`src/rtl/gpio_pad_pkg.sv`:
```
package gpio_pad_pkg;
  localparam logic [7:0] OFS_DOUT     = 8'h00;
  localparam logic [7:0] OFS_POL      = 8'h04;
  localparam logic [7:0] OFS_OE       = 8'h08;
  localparam logic [7:0] OFS_OD       = 8'h0C;
  localparam logic [7:0] OFS_PU       = 8'h10;
  localparam logic [7:0] OFS_PD       = 8'h14;
  localparam logic [7:0] OFS_IEM      = 8'h18;
  localparam logic [7:0] OFS_SLEW     = 8'h1C;
  localparam logic [7:0] OFS_STR      = 8'h20;
  localparam logic [7:0] OFS_BLINK    = 8'h24;
  localparam logic [7:0] OFS_DBNC     = 8'h28;
  localparam logic [7:0] OFS_DIN      = 8'h2C;
  localparam logic [7:0] OFS_DOUT_SET = 8'h68;
  localparam logic [7:0] OFS_DOUT_CLR = 8'h6C;
  localparam logic [7:0] OFS_OE_SET   = 8'h70;
  localparam logic [7:0] OFS_OE_CLR   = 8'h74;

  typedef struct packed {
    logic dout;
    logic pol;
    logic oe;
    logic od;
    logic pu;
    logic pd;
    logic iem;
  } pin_cfg_t;

  typedef struct packed {
    logic lvl;
    logic undef;
    logic conflict;
    logic din;
  } pin_res_t;
endpackage

```
`src/rtl/gpio_pad_regs.sv`:
```
module gpio_pad_regs
  import gpio_pad_pkg::*;
#(
  parameter int unsigned NPINS        = 32,
  parameter int unsigned ADDR_W       = 8,
  parameter logic [NPINS-1:0] RST_PU  = '0,
  parameter logic [NPINS-1:0] RST_PD  = '0,
  parameter logic [NPINS-1:0] RST_SLEW = '0,
  parameter logic [NPINS-1:0] RST_STR = '0
) (
  input  logic              clk_i,
  input  logic              rst_ni,
  input  logic              wr_en_i,
  input  logic [ADDR_W-1:0] addr_i,
  input  logic [NPINS-1:0]  wdata_i,
  input  logic [NPINS-1:0]  din_i,
  output pin_cfg_t [NPINS-1:0] cfg_o,
  output logic [NPINS-1:0]  dout_o,
  output logic [NPINS-1:0]  oe_o,
  output logic [NPINS-1:0]  od_o,
  output logic [NPINS-1:0]  pol_o,
  output logic [NPINS-1:0]  rdata_o
);
  logic [NPINS-1:0] dout_q, pol_q, oe_q, od_q, pu_q, pd_q, iem_q;
  logic [NPINS-1:0] slew_q, str_q, blink_q, dbnc_q;

  function automatic logic hit(input logic [ADDR_W-1:0] a, input logic [7:0] ofs);
    return a == ADDR_W'(ofs);
  endfunction

  always_ff @(posedge clk_i or negedge rst_ni) begin
    if (!rst_ni) begin
      dout_q  <= '0;
      pol_q   <= '0;
      oe_q    <= '0;
      od_q    <= '0;
      pu_q    <= RST_PU;
      pd_q    <= RST_PD;
      iem_q   <= '0;
      slew_q  <= RST_SLEW;
      str_q   <= RST_STR;
      blink_q <= '0;
      dbnc_q  <= '0;
    end else if (wr_en_i) begin
      if (hit(addr_i, OFS_DOUT))     dout_q  <= wdata_i;
      if (hit(addr_i, OFS_POL))      pol_q   <= wdata_i;
      if (hit(addr_i, OFS_OE))       oe_q    <= wdata_i;
      if (hit(addr_i, OFS_OD))       od_q    <= wdata_i;
      if (hit(addr_i, OFS_PU))       pu_q    <= wdata_i;
      if (hit(addr_i, OFS_PD))       pd_q    <= wdata_i;
      if (hit(addr_i, OFS_IEM))      iem_q   <= wdata_i;
      if (hit(addr_i, OFS_SLEW))     slew_q  <= wdata_i;
      if (hit(addr_i, OFS_STR))      str_q   <= wdata_i;
      if (hit(addr_i, OFS_BLINK))    blink_q <= wdata_i;
      if (hit(addr_i, OFS_DBNC))     dbnc_q  <= wdata_i;
      if (hit(addr_i, OFS_DOUT_SET)) dout_q  <= dout_q | wdata_i;
      if (hit(addr_i, OFS_DOUT_CLR)) dout_q  <= dout_q & ~wdata_i;
      if (hit(addr_i, OFS_OE_SET))   oe_q    <= oe_q | wdata_i;
      if (hit(addr_i, OFS_OE_CLR))   oe_q    <= oe_q & ~wdata_i;
    end
  end

  always_comb begin
    rdata_o = '0;
    if (hit(addr_i, OFS_DOUT))  rdata_o = dout_q;
    if (hit(addr_i, OFS_POL))   rdata_o = pol_q;
    if (hit(addr_i, OFS_OE))    rdata_o = oe_q;
    if (hit(addr_i, OFS_OD))    rdata_o = od_q;
    if (hit(addr_i, OFS_PU))    rdata_o = pu_q;
    if (hit(addr_i, OFS_PD))    rdata_o = pd_q;
    if (hit(addr_i, OFS_IEM))   rdata_o = iem_q;
    if (hit(addr_i, OFS_SLEW))  rdata_o = slew_q;
    if (hit(addr_i, OFS_STR))   rdata_o = str_q;
    if (hit(addr_i, OFS_BLINK)) rdata_o = blink_q;
    if (hit(addr_i, OFS_DBNC))  rdata_o = dbnc_q;
    if (hit(addr_i, OFS_DIN))   rdata_o = din_i;
  end

  for (genvar p = 0; p < NPINS; p++) begin : g_cfg
    assign cfg_o[p] = '{dout: dout_q[p], pol: pol_q[p], oe: oe_q[p], od: od_q[p],
                        pu: pu_q[p], pd: pd_q[p], iem: iem_q[p]};
  end

  assign dout_o = dout_q;
  assign oe_o   = oe_q;
  assign od_o   = od_q;
  assign pol_o  = pol_q;
endmodule

```
`src/rtl/gpio_pad_resolve.sv`:
```
module gpio_pad_resolve
  import gpio_pad_pkg::*;
#(
  parameter int unsigned NPINS = 32
) (
  input  pin_cfg_t [NPINS-1:0] cfg_i,
  input  logic [NPINS-1:0]     ext_drv_i,
  input  logic [NPINS-1:0]     ext_lvl_i,
  output pin_res_t [NPINS-1:0] res_o
);
  for (genvar p = 0; p < NPINS; p++) begin : g_pin
    logic drv_val, int_en, floating, lvl;
    assign drv_val  = cfg_i[p].dout ^ cfg_i[p].pol;
    // open drain: a 1 releases the pad
    assign int_en   = cfg_i[p].oe & ~(cfg_i[p].od & drv_val);
    assign floating = ~(int_en | ext_drv_i[p]);
    assign lvl      = (ext_drv_i[p] & ext_lvl_i[p]) | (int_en & drv_val)
                    | (floating & cfg_i[p].pu);
    assign res_o[p].lvl      = lvl;
    assign res_o[p].conflict = int_en & ext_drv_i[p] & (drv_val ^ ext_lvl_i[p]);
    assign res_o[p].undef    = floating & ~(cfg_i[p].pu | cfg_i[p].pd);
    assign res_o[p].din      = (lvl & cfg_i[p].iem) ^ cfg_i[p].pol;
  end
endmodule

```
`src/rtl/gpio_pad_sample.sv`:
```
module gpio_pad_sample #(
  parameter int unsigned NPINS = 32
) (
  input  logic             clk_i,
  input  logic             rst_ni,
  input  logic [NPINS-1:0] din_d_i,
  output logic [NPINS-1:0] din_o,
  output logic [NPINS-1:0] din_prev_o
);
  always_ff @(posedge clk_i or negedge rst_ni) begin
    if (!rst_ni) begin
      din_o      <= '0;
      din_prev_o <= '0;
    end else begin
      din_o      <= din_d_i;
      din_prev_o <= din_o;
    end
  end
endmodule

```
`src/rtl/gpio_pad_ctrl.sv`:
```
module gpio_pad_ctrl
  import gpio_pad_pkg::*;
#(
  parameter int unsigned NPINS             = 32,
  parameter int unsigned ADDR_W            = 8,
  parameter logic [NPINS-1:0] RST_PULLUP   = '0,
  parameter logic [NPINS-1:0] RST_PULLDN   = '0,
  parameter logic [NPINS-1:0] RST_SLEW     = '0,
  parameter logic [NPINS-1:0] RST_STRENGTH = '0
) (
  input  logic              clk_i,
  input  logic              rst_ni,
  input  logic              wr_en_i,
  input  logic [ADDR_W-1:0] addr_i,
  input  logic [NPINS-1:0]  wdata_i,
  output logic [NPINS-1:0]  rdata_o,
  input  logic [NPINS-1:0]  ext_drv_i,
  input  logic [NPINS-1:0]  ext_lvl_i,
  output logic [NPINS-1:0]  pin_lvl_o,
  output logic [NPINS-1:0]  pin_undef_o,
  output logic [NPINS-1:0]  pin_conflict_o,
  output logic [NPINS-1:0]  din_o,
  output logic [NPINS-1:0]  din_prev_o
);
  pin_cfg_t [NPINS-1:0] cfg;
  pin_res_t [NPINS-1:0] res;
  logic [NPINS-1:0] dout_q, oe_q, od_q, pol_q, din_d;

  gpio_pad_regs #(
    .NPINS(NPINS), .ADDR_W(ADDR_W), .RST_PU(RST_PULLUP), .RST_PD(RST_PULLDN),
    .RST_SLEW(RST_SLEW), .RST_STR(RST_STRENGTH)
  ) u_regs (
    .clk_i(clk_i), .rst_ni(rst_ni), .wr_en_i(wr_en_i), .addr_i(addr_i),
    .wdata_i(wdata_i), .din_i(din_o), .cfg_o(cfg), .dout_o(dout_q),
    .oe_o(oe_q), .od_o(od_q), .pol_o(pol_q), .rdata_o(rdata_o)
  );

  gpio_pad_resolve #(.NPINS(NPINS)) u_resolve (
    .cfg_i(cfg), .ext_drv_i(ext_drv_i), .ext_lvl_i(ext_lvl_i), .res_o(res)
  );

  for (genvar p = 0; p < NPINS; p++) begin : g_out
    assign pin_lvl_o[p]      = res[p].lvl;
    assign pin_undef_o[p]    = res[p].undef;
    assign pin_conflict_o[p] = res[p].conflict;
    assign din_d[p]          = res[p].din;
  end

  gpio_pad_sample #(.NPINS(NPINS)) u_sample (
    .clk_i(clk_i), .rst_ni(rst_ni), .din_d_i(din_d),
    .din_o(din_o), .din_prev_o(din_prev_o)
  );
endmodule

```
`config.mk`:
```
export PLATFORM = sky130hd
export DESIGN_NAME = gpio_pad_ctrl
export DESIGN_NICKNAME = d
export VERILOG_FILES = /design/src/rtl/gpio_pad_pkg.sv /design/src/rtl/gpio_pad_regs.sv /design/src/rtl/gpio_pad_resolve.sv /design/src/rtl/gpio_pad_sample.sv /design/src/rtl/gpio_pad_ctrl.sv
export SDC_FILE = /design/constraint.sdc
export NUM_CORES = 1
export LEC_CHECK = 0
export BUFFER_PORTS_ARGS = -buffer_cell sky130_fd_sc_hd__buf_2
export CAP_MARGIN = 20
export CORE_AREA = 2 2 254 256
export DETAILED_ROUTE_END_ITERATION = 8
export DIE_AREA = 0 0 256 258
export PLACE_DENSITY = 0.62
export SLEW_MARGIN = 20
export SYNTH_ARGS = -nofsm -noshare
export SYNTH_HDL_FRONTEND = slang
export SYNTH_SLANG_ARGS = --single-unit
```
`constraint.sdc`:
```
create_clock -name clk_i -period 2 [get_ports clk_i]
set_clock_uncertainty 0.05 [all_clocks]
set_input_delay 0.2 -clock clk_i [delete_from_list [all_inputs] [get_ports clk_i]]
set_output_delay 0.2 -clock clk_i [all_outputs]
set_load 0.01 [all_outputs]
```
# Word-level counts from Yosys, hierarchy flattened
# Cells that the tools add are included.
# W data, S select, Z words.
[word_totals] register_bits=416 inputBits=107 out_inout_bits=192 wordCells=673
[classes] eq_ne=15 muxes=18 n_bitwise=613 n_reduce_logical=14
[ops] op="$mux W32" n=18
[ops] op="$and A1 B1 Y1" n=288
[ops] op="$or A1 B1 Y1" n=128
[ops] op="$not A1 Y1" n=96
[ops] op="$xor A1 B1 Y1" n=96
[ops] op="$and A32 B32 Y32" n=2
[ops] op="$or A32 B32 Y32" n=2
[ops] op="$eq A8 B5 Y1 const B" n=4
[ops] op="$eq A8 B6 Y1 const B" n=4
[ops] op="$eq A8 B7 Y1 const B" n=4
[ops] op="$not A32 Y32" n=1
[ops] op="$reduce_and A2 Y1" n=11
[ops] op="$eq A8 B4 Y1 const B" n=2
[ops] op="$eq A8 B3 Y1 const B" n=1
[ops] op="$logic_not A8 Y1" n=1
[ops] op="$reduce_bool A3 Y1" n=2

# Longest topological paths before layout
[logic_depth] ltp_word=13 mapped_depth=9 mapped_depth_nobuf=5

# Modules after synthesis
# A second synthesis with hierarchy kept.
[hier_totals] hier_cells=2151 area_unflattened_um2=23218.5
[modules_own_cells] mod="gpio_pad_regs" instances=1 cells_each=1575 area_per_inst_um2=18373.9 seq_area_each_um2=8808.4
[modules_own_cells] mod="gpio_pad_resolve" instances=1 cells_each=512 area_per_inst_um2=3243.1 seq_area_each_um2=0.0
[modules_own_cells] mod="gpio_pad_sample" instances=1 cells_each=64 area_per_inst_um2=1601.5 seq_area_each_um2=1601.5

# Worst setup path before layout
# No wires, ideal clock.
[synth_path] kind="input-to-output" startpoint="input port addr_i[7]" endpoint="output port rdata_o[15]" arrival_ns=1.959 required_time_ns=1.750 slack_ns=-0.209 cell_stages=7 path_buffers=2 path_cell_list="buf_2 -> or4b_2 -> buf_4 -> nor3_4 -> o21a_1 -> a221oi_1 -> o41ai_2"
[synth_via] elab_chain_cells=13 word_cells_on_any_way=24 classes_between="11 x eq/ne; 12 x mux; 1 x reduce/logical"
[synth_lines] element="start: declaration" line_no="gpio_pad_ctrl.sv:14" rtl="input logic [ADDR_W-1:0] addr_i,"
[synth_lines] element="$logic_not A8 Y1" line_no="gpio_pad_regs.sv:28" rtl="return a == ADDR_W'(ofs);"
[synth_lines] element="$mux W32" line_no="gpio_pad_regs.sv:65" rtl="if (hit(addr_i, OFS_DOUT)) rdata_o = dout_q;"
[synth_lines] element="$mux W32" line_no="gpio_pad_regs.sv:66" rtl="if (hit(addr_i, OFS_POL)) rdata_o = pol_q;"
[synth_lines] element="$mux W32" line_no="gpio_pad_regs.sv:67" rtl="if (hit(addr_i, OFS_OE)) rdata_o = oe_q;"
[synth_lines] element="$mux W32" line_no="gpio_pad_regs.sv:68" rtl="if (hit(addr_i, OFS_OD)) rdata_o = od_q;"
[synth_lines] element="$mux W32" line_no="gpio_pad_regs.sv:69" rtl="if (hit(addr_i, OFS_PU)) rdata_o = pu_q;"
[synth_lines] element="$mux W32" line_no="gpio_pad_regs.sv:70" rtl="if (hit(addr_i, OFS_PD)) rdata_o = pd_q;"
[synth_lines] element="$mux W32" line_no="gpio_pad_regs.sv:71" rtl="if (hit(addr_i, OFS_IEM)) rdata_o = iem_q;"
[synth_lines] element="$mux W32" line_no="gpio_pad_regs.sv:72" rtl="if (hit(addr_i, OFS_SLEW)) rdata_o = slew_q;"
[synth_lines] element="$mux W32" line_no="gpio_pad_regs.sv:73" rtl="if (hit(addr_i, OFS_STR)) rdata_o = str_q;"
[synth_lines] element="$mux W32" line_no="gpio_pad_regs.sv:74" rtl="if (hit(addr_i, OFS_BLINK)) rdata_o = blink_q;"
[synth_lines] element="$mux W32" line_no="gpio_pad_regs.sv:75" rtl="if (hit(addr_i, OFS_DBNC)) rdata_o = dbnc_q;"
[synth_lines] element="$mux W32 *" line_no="gpio_pad_regs.sv:76" rtl="if (hit(addr_i, OFS_DIN)) rdata_o = din_i;"
[synth_lines] element="end: declaration" line_no="gpio_pad_ctrl.sv:16" rtl="output logic [NPINS-1:0] rdata_o,"
# Every way passes the cells marked *; elsewhere a longest branch is shown, timed or not.

# Final worst setup path
[layout_path] startpoint="register u_regs.od_q[12] (netlist: u_regs.od_o[12])" endpoint="output port rdata_o[12]"
[layout_via] elab_chain_cells=9
[layout_lines] element="start: declaration" line_no="gpio_pad_regs.sv:24" rtl="logic [NPINS-1:0] dout_q, pol_q, oe_q, od_q, pu_q, pd_q, iem_q;"
[layout_lines] element="start signal: assignment" line_no="gpio_pad_regs.sv:48" rtl="if (hit(addr_i, OFS_OD)) od_q <= wdata_i;"
[layout_lines] element="$mux W32" line_no="gpio_pad_regs.sv:68"
[layout_lines] element="$mux W32" line_no="gpio_pad_regs.sv:69"
[layout_lines] element="$mux W32" line_no="gpio_pad_regs.sv:70"
[layout_lines] element="$mux W32" line_no="gpio_pad_regs.sv:71"
[layout_lines] element="$mux W32" line_no="gpio_pad_regs.sv:72"
[layout_lines] element="$mux W32" line_no="gpio_pad_regs.sv:73"
[layout_lines] element="$mux W32" line_no="gpio_pad_regs.sv:74"
[layout_lines] element="$mux W32" line_no="gpio_pad_regs.sv:75"
[layout_lines] element="$mux W32" line_no="gpio_pad_regs.sv:76"
# No other way between the ends.

==> results.sh <==
export IMPL_grt_usage=0.244
export IMPL_max_stage_delay_ps=520
export IMPL_arrival_ps=2450
export IMPL_syn_area_sq_mm=0.0219
export IMPL_grt_pass1_vias=19800
export IMPL_synth_area_top_cells="dfrtp_1, mux2_2, buf_4"
export IMPL_finalWorstPathRequiredPeriod_ps=2700
export IMPL_hold_violations=0
export IMPL_dr_pass1_iters=6
export IMPL_clk_latency_ps=590
export IMPL_viasPerCell=5.56
export IMPL_yosysMostFrequentCell="dfrtp_1"
export IMPL_die_area_sq_mm=0.0660
export IMPL_ir_drop_v=0.000574
export IMPL_wl_per_cell_microns=24.3
export IMPL_cts_tree="yes"
export IMPL_num_rows=93
export IMPL_fill_cells=5626
export IMPL_avgSynthCellArea_sq_um=11.3
export IMPL_synthCells=1946
export IMPL_synth_distinct_cells=64
export IMPL_finish_utilization=0.495
export IMPL_synth_top_cell_by_area="dfrtp_1"
export IMPL_critPathCaptureType="primary output"
export IMPL_multi_input_area_sq_mm=0.0119
export IMPL_p_leak_nw=15.0
export IMPL_ys_ff_latch=416
export IMPL_crit_required_ps=1750
export IMPL_yosys_warnings=0
export IMPL_area_delta_synth_final_pct=43.7
export IMPL_path_cells="mux4_2 > a222oi_1 > o31ai_1 > a221o_1 > buf_2"
export IMPL_setup_viol=116
export IMPL_drv_slew=0
export IMPL_critPathKind="reg -> out"
export IMPL_syn_nets=2053
export IMPL_status="complete, but fails checks"
export IMPL_dpl_worst_slack_ps=-462
export IMPL_die_h_microns=258
export IMPL_critPathSlowestCell="mux4_2"
export IMPL_globalplace_congestion=0.901
export IMPL_violations="negative setup slack"
export IMPL_drtAntennaViolNets=0
export IMPL_final_nets=2637
export IMPL_fin_ws_ps=-700
export IMPL_rsz0062_at_grt="yes"
export IMPL_total_power_mw=22.5
export IMPL_cts_root_buffer="clkbuf_16"
export IMPL_postSynth_asyncResetShare=1.00
export IMPL_start_util=0.344
export IMPL_grt_start_max_net_pins=75
export IMPL_slew_headroom=0.586
export IMPL_clk_path_buf_depth=3
export IMPL_drc_errors=0
export IMPL_cap_violations=0
export IMPL_synthFlopType="dfrtp_1"
export IMPL_ff_latch_area_sq_mm=0.0105
export IMPL_clk_pin_slew_ps=60
export IMPL_path_buf_inv=1
export IMPL_grt_overflow=0
export IMPL_cp_top_family="compound AO/OA/AOI/OAI gates"
export IMPL_cts_made_buffers=47
export IMPL_cp_start_kind="register"
export IMPL_hpwl_microns=56200
export IMPL_htree_levels=2
export IMPL_cts_sinks=416
export IMPL_tightest_slew_ps=618
export IMPL_drt_total_wl_microns=83300
export IMPL_fp_coreArea_sq_mm=0.0636
export IMPL_via_count=19100
export IMPL_synth_seq_area_share=0.475
export IMPL_drt_iter0_drc=1522
export IMPL_power_density_mw_per_mm2=716
export IMPL_grt_pass1_wl_microns=124000
export IMPL_timing_fmax_ghz=0.370
export IMPL_io_buffer_count=298
export IMPL_drive_gt1_frac=0.565
export IMPL_io_pins=299
export IMPL_synth_top_cell_area_share=0.475
export IMPL_holdCritPathClass="in -> reg"
export IMPL_antenna_found_initial=5
export IMPL_synth_common_cells="dfrtp_1, mux2_2, buf_4"
export IMPL_synth_edf_count=0
export IMPL_period_share=1.35
export IMPL_fp_dieW_microns=256
export IMPL_path_max_fanout=2
-- kinds of logic (layout without fill, tap and decap cells) --
kind of cell | after synthesis | in the layout | share of synthesized area
AOI/OAI and AO/OA | 523 | 523 | 0.173
DFF | 416 | 416 | 0.475
muxes | 331 | 331 | 0.173
buffers and inverters | 306 | 927 | 0.0740
and+or+nand+nor | 274 | 275 | 0.0661
xor gates and xnor gates | 96 | 96 | 0.0384
other | 0 | 4 | 0
-- cell usage in the layout, fill, tap and decap left out, types with 13 or more instances in the layout --
cell type / instances
o21ai_0: 80
o22a_1: 13
xnor2_1: 31
buf_6: 90
buf_4: 331
a22oi_1: 27
nor4_2: 26
a21oi_1: 65
buf_12: 50
dlygate4sd3_1: 29
clkbuf_16: 47
a21boi_2: 26
and3_1: 26
o22ai_1: 30
nand2_1: 55
dfrtp_1: 383
nand2_2: 13
nor2_1: 58
buf_2: 267
inv_1: 64
a22o_1: 71
xor2_1: 31
dfrtp_2: 33
mux2_2: 293
o31ai_2: 39
xor2_4: 22
a32oi_2: 25
-- final cells by class --
class | count | area share
multi-input cells | 1225 | 0.378
inverters | 68 | 0.00823
repair buffers | 772 | 0.198
diodes | 4 | 0.000318
clock buffers | 63 | 0.0418
flip-flops and latches | 416 | 0.332
clock inverters | 24 | 0.00799
well taps | 855 | 0.0340
-- tightest hold or removal path, stage by stage --
cell and delay (ps):
buf_2 150, o31ai_4 110, nand2_1 90, xnor2_1 70
-- stage by stage --
| step | instance area, sq um | hold WS [ps] | instances | TNS [ps] |
|---|---|---|---|---|
| 5_1_grt | 31500 | 35.9 | 3426 | -24490 |
| 3_3_place_gp | 25700 | 124 | 3106 | -47030 |
| 2_1_floorplan | 22000 | -146 | 1946 | -1310 |
| 6_report | 31500 | 18.7 | 3427 | -16270 |
| 4_1_cts | 30500 | 0.197 | 3409 | -17310 |
| 3_5_place_dp | 25700 | 119 | 3106 | -54200 |
-- layer usage --
layer  share of wire  GRT usage  up-vias
met3           0.071     0.0478      203
li1                -          -     8280
met1            0.39      0.303     9752
met5         0.00012          0        -
met4           0.038     0.0892        2
met2            0.50      0.421      814
-- path summary, 6_finish.rpt --
path	end	slack (ps)	depth (start not counted)	from
max reg2reg	u_sample.din_o[29]	20	12	u_regs.dout_o[29]
min reg2reg	u_sample.din_prev_o[10]	380	0	u_sample.din_o[10]
min in group asynchronous	u_regs.slew_q[8]	110	2	rst_ni
min	u_sample.din_o[31]	20	4	ext_drv_i[31]
max	rdata_o[12]	-700	5	u_regs.od_o[12]
max in group asynchronous	u_regs.dout_o[23]	940	3	rst_ni
-- where the power goes --
group | switching (mW) | internal [mW] | total, mW
combinational | 2.02 | 2.10 | 4.12
sequential | 0.560 | 8.94 | 9.50
clock | 3.75 | 5.16 | 8.92
-- what timing repair did --
item	4_1_cts	5_1_grt
endpoints found under the hold margin	502	0
resized for setup	328	163
setup endpoints to repair	128	137
gates cloned	3	0
buffers inserted	197	40
pin swaps	191	108
hold buffers	29	0
-- sequential cells by signal, summed over array words and instances, names as in the netlist --
signal,flops
u_regs.pd_q,32
u_regs.iem_q,32
u_regs.slew_q,32
u_regs.pu_q,32
u_regs.str_q,32
u_regs.od_o,32
u_regs.oe_o,32
u_regs.pol_o,32
u_sample.din_o,32
u_regs.blink_q,32
u_regs.dbnc_q,32
u_sample.din_prev_o,32
u_regs.dout_o,32
Note: power is estimated with default switching activity, not from simulation.
